## src/rtl/vector_adder_pkg.sv

```systemverilog
package vector_adder_pkg;

  typedef enum logic [1:0] {
    ST_IDLE    = 2'd0,
    ST_ISSUE   = 2'd1,
    ST_CAPTURE = 2'd2,
    ST_FINISH  = 2'd3
  } vaState_e;

  typedef struct packed {
    logic loadCount;
    logic clearIdx;
    logic incIdx;
    logic writeZ;
    logic donePulse;
  } vaCtrl_t;

endpackage

```

## src/rtl/vector_adder_ctrl.sv

```systemverilog
module vector_adder_ctrl
  import vector_adder_pkg::*;
(
  input  logic    clk,
  input  logic    rstN,
  input  logic    start,
  input  logic    countZero,
  input  logic    lastElem,
  output vaCtrl_t strobes,
  output logic    busy
);

  vaState_e stateQ, stateD;

  always_ff @(posedge clk or negedge rstN) begin
    if (!rstN) stateQ <= ST_IDLE;
    else       stateQ <= stateD;
  end

  always_comb begin
    stateD  = stateQ;
    strobes = '0;
    unique case (stateQ)
      ST_IDLE: begin
        if (start) begin
          strobes.loadCount = 1'b1;
          strobes.clearIdx  = 1'b1;
          stateD = countZero ? ST_FINISH : ST_ISSUE;
        end
      end
      ST_ISSUE: begin
        // address is on the bus this cycle, data arrives next cycle
        stateD = ST_CAPTURE;
      end
      ST_CAPTURE: begin
        strobes.writeZ = 1'b1;
        if (lastElem) begin
          stateD = ST_FINISH;
        end else begin
          strobes.incIdx = 1'b1;
          stateD = ST_ISSUE;
        end
      end
      ST_FINISH: begin
        strobes.donePulse = 1'b1;
        stateD = ST_IDLE;
      end
      default: stateD = ST_IDLE;
    endcase
  end

  assign busy = (stateQ != ST_IDLE);

endmodule

```

## src/rtl/vector_adder_dp.sv

```systemverilog
module vector_adder_dp
  import vector_adder_pkg::*;
#(
  parameter int ADDR_W = 5,
  parameter int DATA_W = 8
) (
  input  logic              clk,
  input  logic              rstN,
  input  vaCtrl_t           strobes,
  input  logic [ADDR_W:0]   count,
  input  logic [DATA_W-1:0] xData,
  input  logic [DATA_W-1:0] yData,
  output logic [ADDR_W-1:0] rdAddr,
  output logic              zWe,
  output logic [ADDR_W-1:0] zAddr,
  output logic [DATA_W-1:0] zData,
  output logic              done,
  output logic              countZero,
  output logic              lastElem
);

  localparam int CNT_W = ADDR_W + 1;

  logic [ADDR_W-1:0] idxQ;
  logic [CNT_W-1:0]  countQ;
  logic [CNT_W-1:0]  idxNext;

  always_ff @(posedge clk or negedge rstN) begin
    if (!rstN) begin
      idxQ   <= '0;
      countQ <= '0;
    end else begin
      if (strobes.loadCount) countQ <= count;
      if (strobes.clearIdx)    idxQ <= '0;
      else if (strobes.incIdx) idxQ <= idxQ + 1'b1;
    end
  end

  // compare one bit wider than the index so that a full-depth count is exact
  assign idxNext   = {1'b0, idxQ} + CNT_W'(1);
  assign lastElem  = (idxNext == countQ);
  assign countZero = (count == '0);

  assign rdAddr = idxQ;
  assign zAddr  = idxQ;
  assign zData  = xData + yData;
  assign zWe    = strobes.writeZ;
  assign done   = strobes.donePulse;

endmodule

```

## src/rtl/vector_adder.sv

```systemverilog
module vector_adder
  import vector_adder_pkg::*;
#(
  parameter int ADDR_W = 5,
  parameter int DATA_W = 8
) (
  input  logic              clk,
  input  logic              rstN,
  input  logic              start,
  input  logic [ADDR_W:0]   count,
  output logic [ADDR_W-1:0] rdAddr,
  input  logic [DATA_W-1:0] xData,
  input  logic [DATA_W-1:0] yData,
  output logic              zWe,
  output logic [ADDR_W-1:0] zAddr,
  output logic [DATA_W-1:0] zData,
  output logic              done
);

  vaCtrl_t strobes;
  logic    countZero;
  logic    lastElem;
  logic    engBusy;

  vector_adder_ctrl uCtrl (
    .clk       (clk),
    .rstN      (rstN),
    .start     (start),
    .countZero (countZero),
    .lastElem  (lastElem),
    .strobes   (strobes),
    .busy      (engBusy)
  );

  vector_adder_dp #(
    .ADDR_W (ADDR_W),
    .DATA_W (DATA_W)
  ) uDp (
    .clk       (clk),
    .rstN      (rstN),
    .strobes   (strobes),
    .count     (count),
    .xData     (xData),
    .yData     (yData),
    .rdAddr    (rdAddr),
    .zWe       (zWe),
    .zAddr     (zAddr),
    .zData     (zData),
    .done      (done),
    .countZero (countZero),
    .lastElem  (lastElem)
  );

endmodule

```

## config.mk

```make
export PLATFORM = sky130hd
export DESIGN_NAME = vector_adder
export DESIGN_NICKNAME = d
export VERILOG_FILES = /design/src/rtl/vector_adder_pkg.sv /design/src/rtl/vector_adder_ctrl.sv /design/src/rtl/vector_adder_dp.sv /design/src/rtl/vector_adder.sv
export SDC_FILE = /design/constraint.sdc
export NUM_CORES = 1
export LEC_CHECK = 0
export BUFFER_PORTS_ARGS = -buffer_cell sky130_fd_sc_hd__buf_2
export CELL_PAD_IN_SITES_DETAIL_PLACEMENT = 0
export CELL_PAD_IN_SITES_GLOBAL_PLACEMENT = 1
export CORE_MARGIN = 5
export CORE_UTILIZATION = 35
export CTS_CLUSTER_SIZE = 25
export DETAILED_ROUTE_END_ITERATION = 16
export PLACE_DENSITY = 0.79
export SLEW_MARGIN = 20
export SYNTH_ARGS = -nofsm -noshare
export SYNTH_HDL_FRONTEND = slang
export SYNTH_SLANG_ARGS = --single-unit
```

## constraint.sdc

```tcl
create_clock -name clk -period 2.2 [get_ports clk]
set_clock_uncertainty 0.15 [all_clocks]
set_input_delay 0 -clock clk [delete_from_list [all_inputs] [get_ports clk]]
set_output_delay 0 -clock clk [all_outputs]
set_load 0.02 [all_outputs]
```

After elaboration in Yosys (flattened, before gate mapping)
Index checks and enable logic that the tools add are counted.
- add/subtract/negate cells: 3
- equal/unequal tests: 5
- multiplexer cells: 11
- reductions and logical operators: 3
- operator list (kind ; count):
    2-bit two-way mux ; 6
    5-bit two-way mux ; 2
    8-bit adder ; 1
    2-bit case mux with 4 select lines ; 1
    5-bit by 1-bit adder with 6-bit output, second input constant ; 1
    6-bit equality test ; 1
    6-bit logical NOT ; 1
    5-bit by 1-bit adder with 5-bit output, second input constant ; 1
    2-bit equality test, second input constant ; 2
    2-bit by 1-bit equality test with 1-bit output, second input constant ; 1
    2-bit logical NOT ; 1
    1-bit two-way mux ; 2
    2-bit != test, second input constant ; 1
    2-bit nonzero test ; 1
- flip-flop bits (word level): 13
- word-level logic and storage cells: 25

Longest topological paths before layout
- depth after elaboration: 6
- depth in mapped cells: 8

Hierarchy
Synthesis repeated with hierarchy kept, for this count alone.
- cells, all modules: 113
- area total of the unflattened synthesis: 1077.3 µm²
- by module, submodules not included (module ; instances ; cells each ; area each (µm²) ; seq. area each (µm²)):
    vector_adder_dp ; 1 ; 100 ; 950.9 ; 275.3
    vector_adder_ctrl ; 1 ; 13 ; 126.4 ; 50.0

Worst setup path after synthesis
No wires, ideal clock.
- kind: reg2reg
- start point: register uDp.idxQ[0] (netlist: uDp.rdAddr[0])
- end point: register uDp.idxQ[0] (netlist: uDp.rdAddr[0])
- library setup time: 87 ps
- arrival time: 1835 ps
- data required time: 1963 ps
- path slack: 129 ps
- cell stages (with the launch flop): 8
- path buffers: 1
- path through: dfrtp_1 -> ha_1 -> nor4bb_1 -> a311o_1 -> nor3_2 -> buf_4 -> nor3_2 -> a211oi_2
- cells in the longest elaborated chain, start to end: 5
- elaborated cells between the ends (all ways): 8
- those cells by class: 2 x add/sub; 1 x eq/ne; 4 x mux; 1 x reduce/logical
- RTL lines (item ; line ; RTL):
    start, declared ; vector_adder_dp.sv:24 ; logic [ADDR_W-1:0] idxQ;
    start signal, assigned ; vector_adder_dp.sv:35 ; else if (strobes.incIdx) idxQ <= idxQ + 1'b1;
    5-bit by 1-bit adder with 6-bit output ; vector_adder_dp.sv:40 ; assign idxNext = {1'b0, idxQ} + CNT_W'(1);
    6-bit equality test ; vector_adder_dp.sv:41 ; assign lastElem = (idxNext == countQ);
    1-bit two-way mux ; vector_adder_ctrl.sv:37 ; if (lastElem) begin
    2-bit two-way mux ; vector_adder_ctrl.sv:23 ; unique case (stateQ)
    2-bit nonzero test (no source line) ; n/a ;
Parallel ways exist; a longest one is shown, timed or not. The select of a mux whose other input is x is not followed.
A chain may end at the register's enable or synchronous reset.

Final worst setup path
- start point: register uDp.idxQ[0] (netlist: uDp.rdAddr[0])
- end point: register uDp.idxQ[2] (netlist: uDp.rdAddr[2])
The elaborated chain is that of the path after synthesis.

==> impl_metrics.env <==
export IMPL_status="completed"
export IMPL_placed_cells=230
export IMPL_clock_latency_ns=0.29
export IMPL_cp_arrival_ns=2.05
export IMPL_boundaryPins=45
export IMPL_final_instance_count_excl_fill=243
export IMPL_cp_data_required_time_ns=2.23
export IMPL_cts_root_buf="clkbuf_4"
export IMPL_synth_seq_cells=13
export IMPL_cts_made_buffers=3
export IMPL_h_tree_depth=1
export IMPL_final_cell_mix="buf_2, nand2_1, dfrtp_1"
export IMPL_routed_wl_um=3100
export IMPL_fp_dieArea_mm2=0.00479
export IMPL_fill_cells=354
export IMPL_critPathLaunchType="flip-flop"
export IMPL_critPathKind="flip-flop to flip-flop"
export IMPL_rr_startpoint="uDp.rdAddr[0]"
export IMPL_core_mm2=0.00336
export IMPL_cp_max_fo=10
export IMPL_final_cell_area_mm2=0.00158
export IMPL_final_nets=232
export IMPL_fp_dieW_um=69.2
export IMPL_antenna_cells=0
export IMPL_drive_above_1_share=0.320
export IMPL_setup_ws_ns=0.180
export IMPL_syn_area_mm2=0.00123
export IMPL_grt_pass1_vias=1221
export IMPL_ant_nets=0
export IMPL_cts_resized_gates=0
export IMPL_gp_congestion=0.750
export IMPL_peakVddDrop_uv=342
export IMPL_setup_viol=0
export IMPL_ys_async_sr_fraction=1.00
export IMPL_yosysUniqueCellTypes=47
export IMPL_port_buffer_count=44
export IMPL_setup_tns_ns=0
export IMPL_dr_first_iter_drc_count=38
export IMPL_worstReg2RegEnd="uDp.rdAddr[2]"
export IMPL_synth_ff_type="dfrtp_1"
export IMPL_slew_headroom=0.570
export IMPL_cts_tree="built"
export IMPL_total_leakage_power_uw=0.000790
export IMPL_hold_viol_final=0
export IMPL_seq_area_um2=325
export IMPL_drcViolationCount=0
export IMPL_maxSlewViolCount=0
export IMPL_reg2reg_depth=6
export IMPL_vias_per_cell=5.12
export IMPL_hpwl_um=2410
export IMPL_grt_max_degree=14
export IMPL_synthCells=145
export IMPL_finalCritPeriodShare=0.918
export IMPL_antenna_found_initial=0
export IMPL_power_uw=1550
export IMPL_initial_utilization=0.365
export IMPL_area_growth_synth_to_final_pct=28.9
export IMPL_ys_seq_area_frac=0.265
export IMPL_avgSynthCellArea_um2=8.46
export IMPL_hold_start="yData[0]"
export IMPL_power_density_mw_per_mm2=978
export IMPL_min_path_type="input pin to primary output"
export IMPL_fmax_ghz=0.495
export IMPL_maxCapViolCount=0
export IMPL_clkTransAtPathRegs_ns=0.09
export IMPL_ff2ff_setup_slack_ns=0.18
export IMPL_cts_sinks=13
export IMPL_hold_depth=3
export IMPL_multi_input_area_um2=781
export IMPL_final_common_cell="buf_2"
export IMPL_synth_edf_count=0
export IMPL_clock_path_buffers=2
export IMPL_endpoint_kind="flip-flop"
export IMPL_grt_pass1_wl_um=5460
export IMPL_drt_pass1_iter_count=4
export IMPL_dieHeight_um=69.2
export IMPL_period_minus_slack_ns=2.02
export IMPL_whs_endpoint="zData[0]"
export IMPL_place_area_mm2=0.00146
export IMPL_grt_usage=0.136
export IMPL_synth_nets=179
export IMPL_ys_warn_count=0
export IMPL_num_rows=21
export IMPL_tightestPinTransition_ns=0.643
export IMPL_grt_setup_unrepaired="no"
export IMPL_dp_worst_setup_slack_ns=0.195
export IMPL_gr_total_overflow=0
export IMPL_dr_total_vias=1245
export IMPL_wl_per_cell_um=12.8
[where the power goes]
group          switching [uW]  internal (uW)
Sequential                116            332
Combinational             545            395
Clock                    89.8           67.6
[how the worst max path moves through the flow]
stage	startpoint	slack (ns)	depth (start not counted)	endpoint
finish	uDp.rdAddr[0]	0.18	6	uDp.rdAddr[2]
global placement	uDp.rdAddr[0]	0.28	7	uDp.rdAddr[1]
floorplan	uDp.rdAddr[0]	0.13	7	uDp.rdAddr[0]
detailed placement	uDp.rdAddr[0]	0.19	6	uDp.rdAddr[2]
global route	uDp.rdAddr[0]	0.03	6	uDp.rdAddr[2]
CTS	uDp.rdAddr[0]	0.17	6	uDp.rdAddr[2]
[what timing repair did]
item                                   in CTS  in global routing
hold buffers                                9                  0
buffers inserted                            0                  0
endpoints found under the hold margin      21                  0
[cells in the mapped netlist (all sizes together), types with 4 or more instances]
master	instances	area share
a21oi	5	0.020
nand2	26	0.080
inv	9	0.028
nor2	9	0.028
buf	10	0.067
ha	8	0.082
nand3	4	0.020
nor4	4	0.020
xnor2	7	0.050
dfrtp	13	0.27
[area by class of cell]
cell class	instances	share of cell area
clock buffers	3	0.0143
clock inverters	1	0.00317
inverters	9	0.0214
multi-input cells	112	0.494
flip-flops and latches	13	0.206
well taps	46	0.0364
repair buffers	59	0.225
[metal layers]
| metal | vias to the layer above | GRT usage | share of wire |
|---|---|---|---|
| li1 | 619 | - | - |
| met2 | 35 | 0.221 | 0.48 |
| met1 | 586 | 0.172 | 0.45 |
| met3 | 5 | 0.0290 | 0.057 |
| met4 | 0 | 0.0586 | 0.017 |
| met5 | - | 0 | 0 |
[critical path: stages (launching register included)]
cell and delay [ns]:
dfrtp_1 0.40, ha_1 0.32, xor2_1 0.17, a311oi_2 0.23, nand4_1 0.15, buf_4 0.20, o311ai_1 0.29
[kinds of logic (layout without fill, tap and decap cells)]
| group | Yosys count | after routing | share of synthesized area |
|---|---|---|---|
| flops | 13 | 13 | 0.265 |
| simple gates | 64 | 64 | 0.274 |
| xor+xnor | 9 | 9 | 0.0643 |
| compound gates | 30 | 30 | 0.200 |
| fa+ha+maj | 9 | 9 | 0.0980 |
| buf+inv | 20 | 72 | 0.0980 |
[per-stage QoR]
| stage | hold slack, ns | utilization |
|---|---|---|
| after floorplan | -0.446 | - |
| after CTS | 0.194 | 0.470 |
| after global routing | 0.214 | 0.470 |
| final | 0.190 | 0.470 |
| after detailed placement | -0.234 | 0.435 |
| after global placement | -0.248 | 0.435 |
[sequential cells by signal, indices dropped and copies added, names as in the netlist]
signal,cells
uCtrl.stateQ,2
uDp.rdAddr,5
uDp.countQ,6
(Power assumes the default switching activity.)
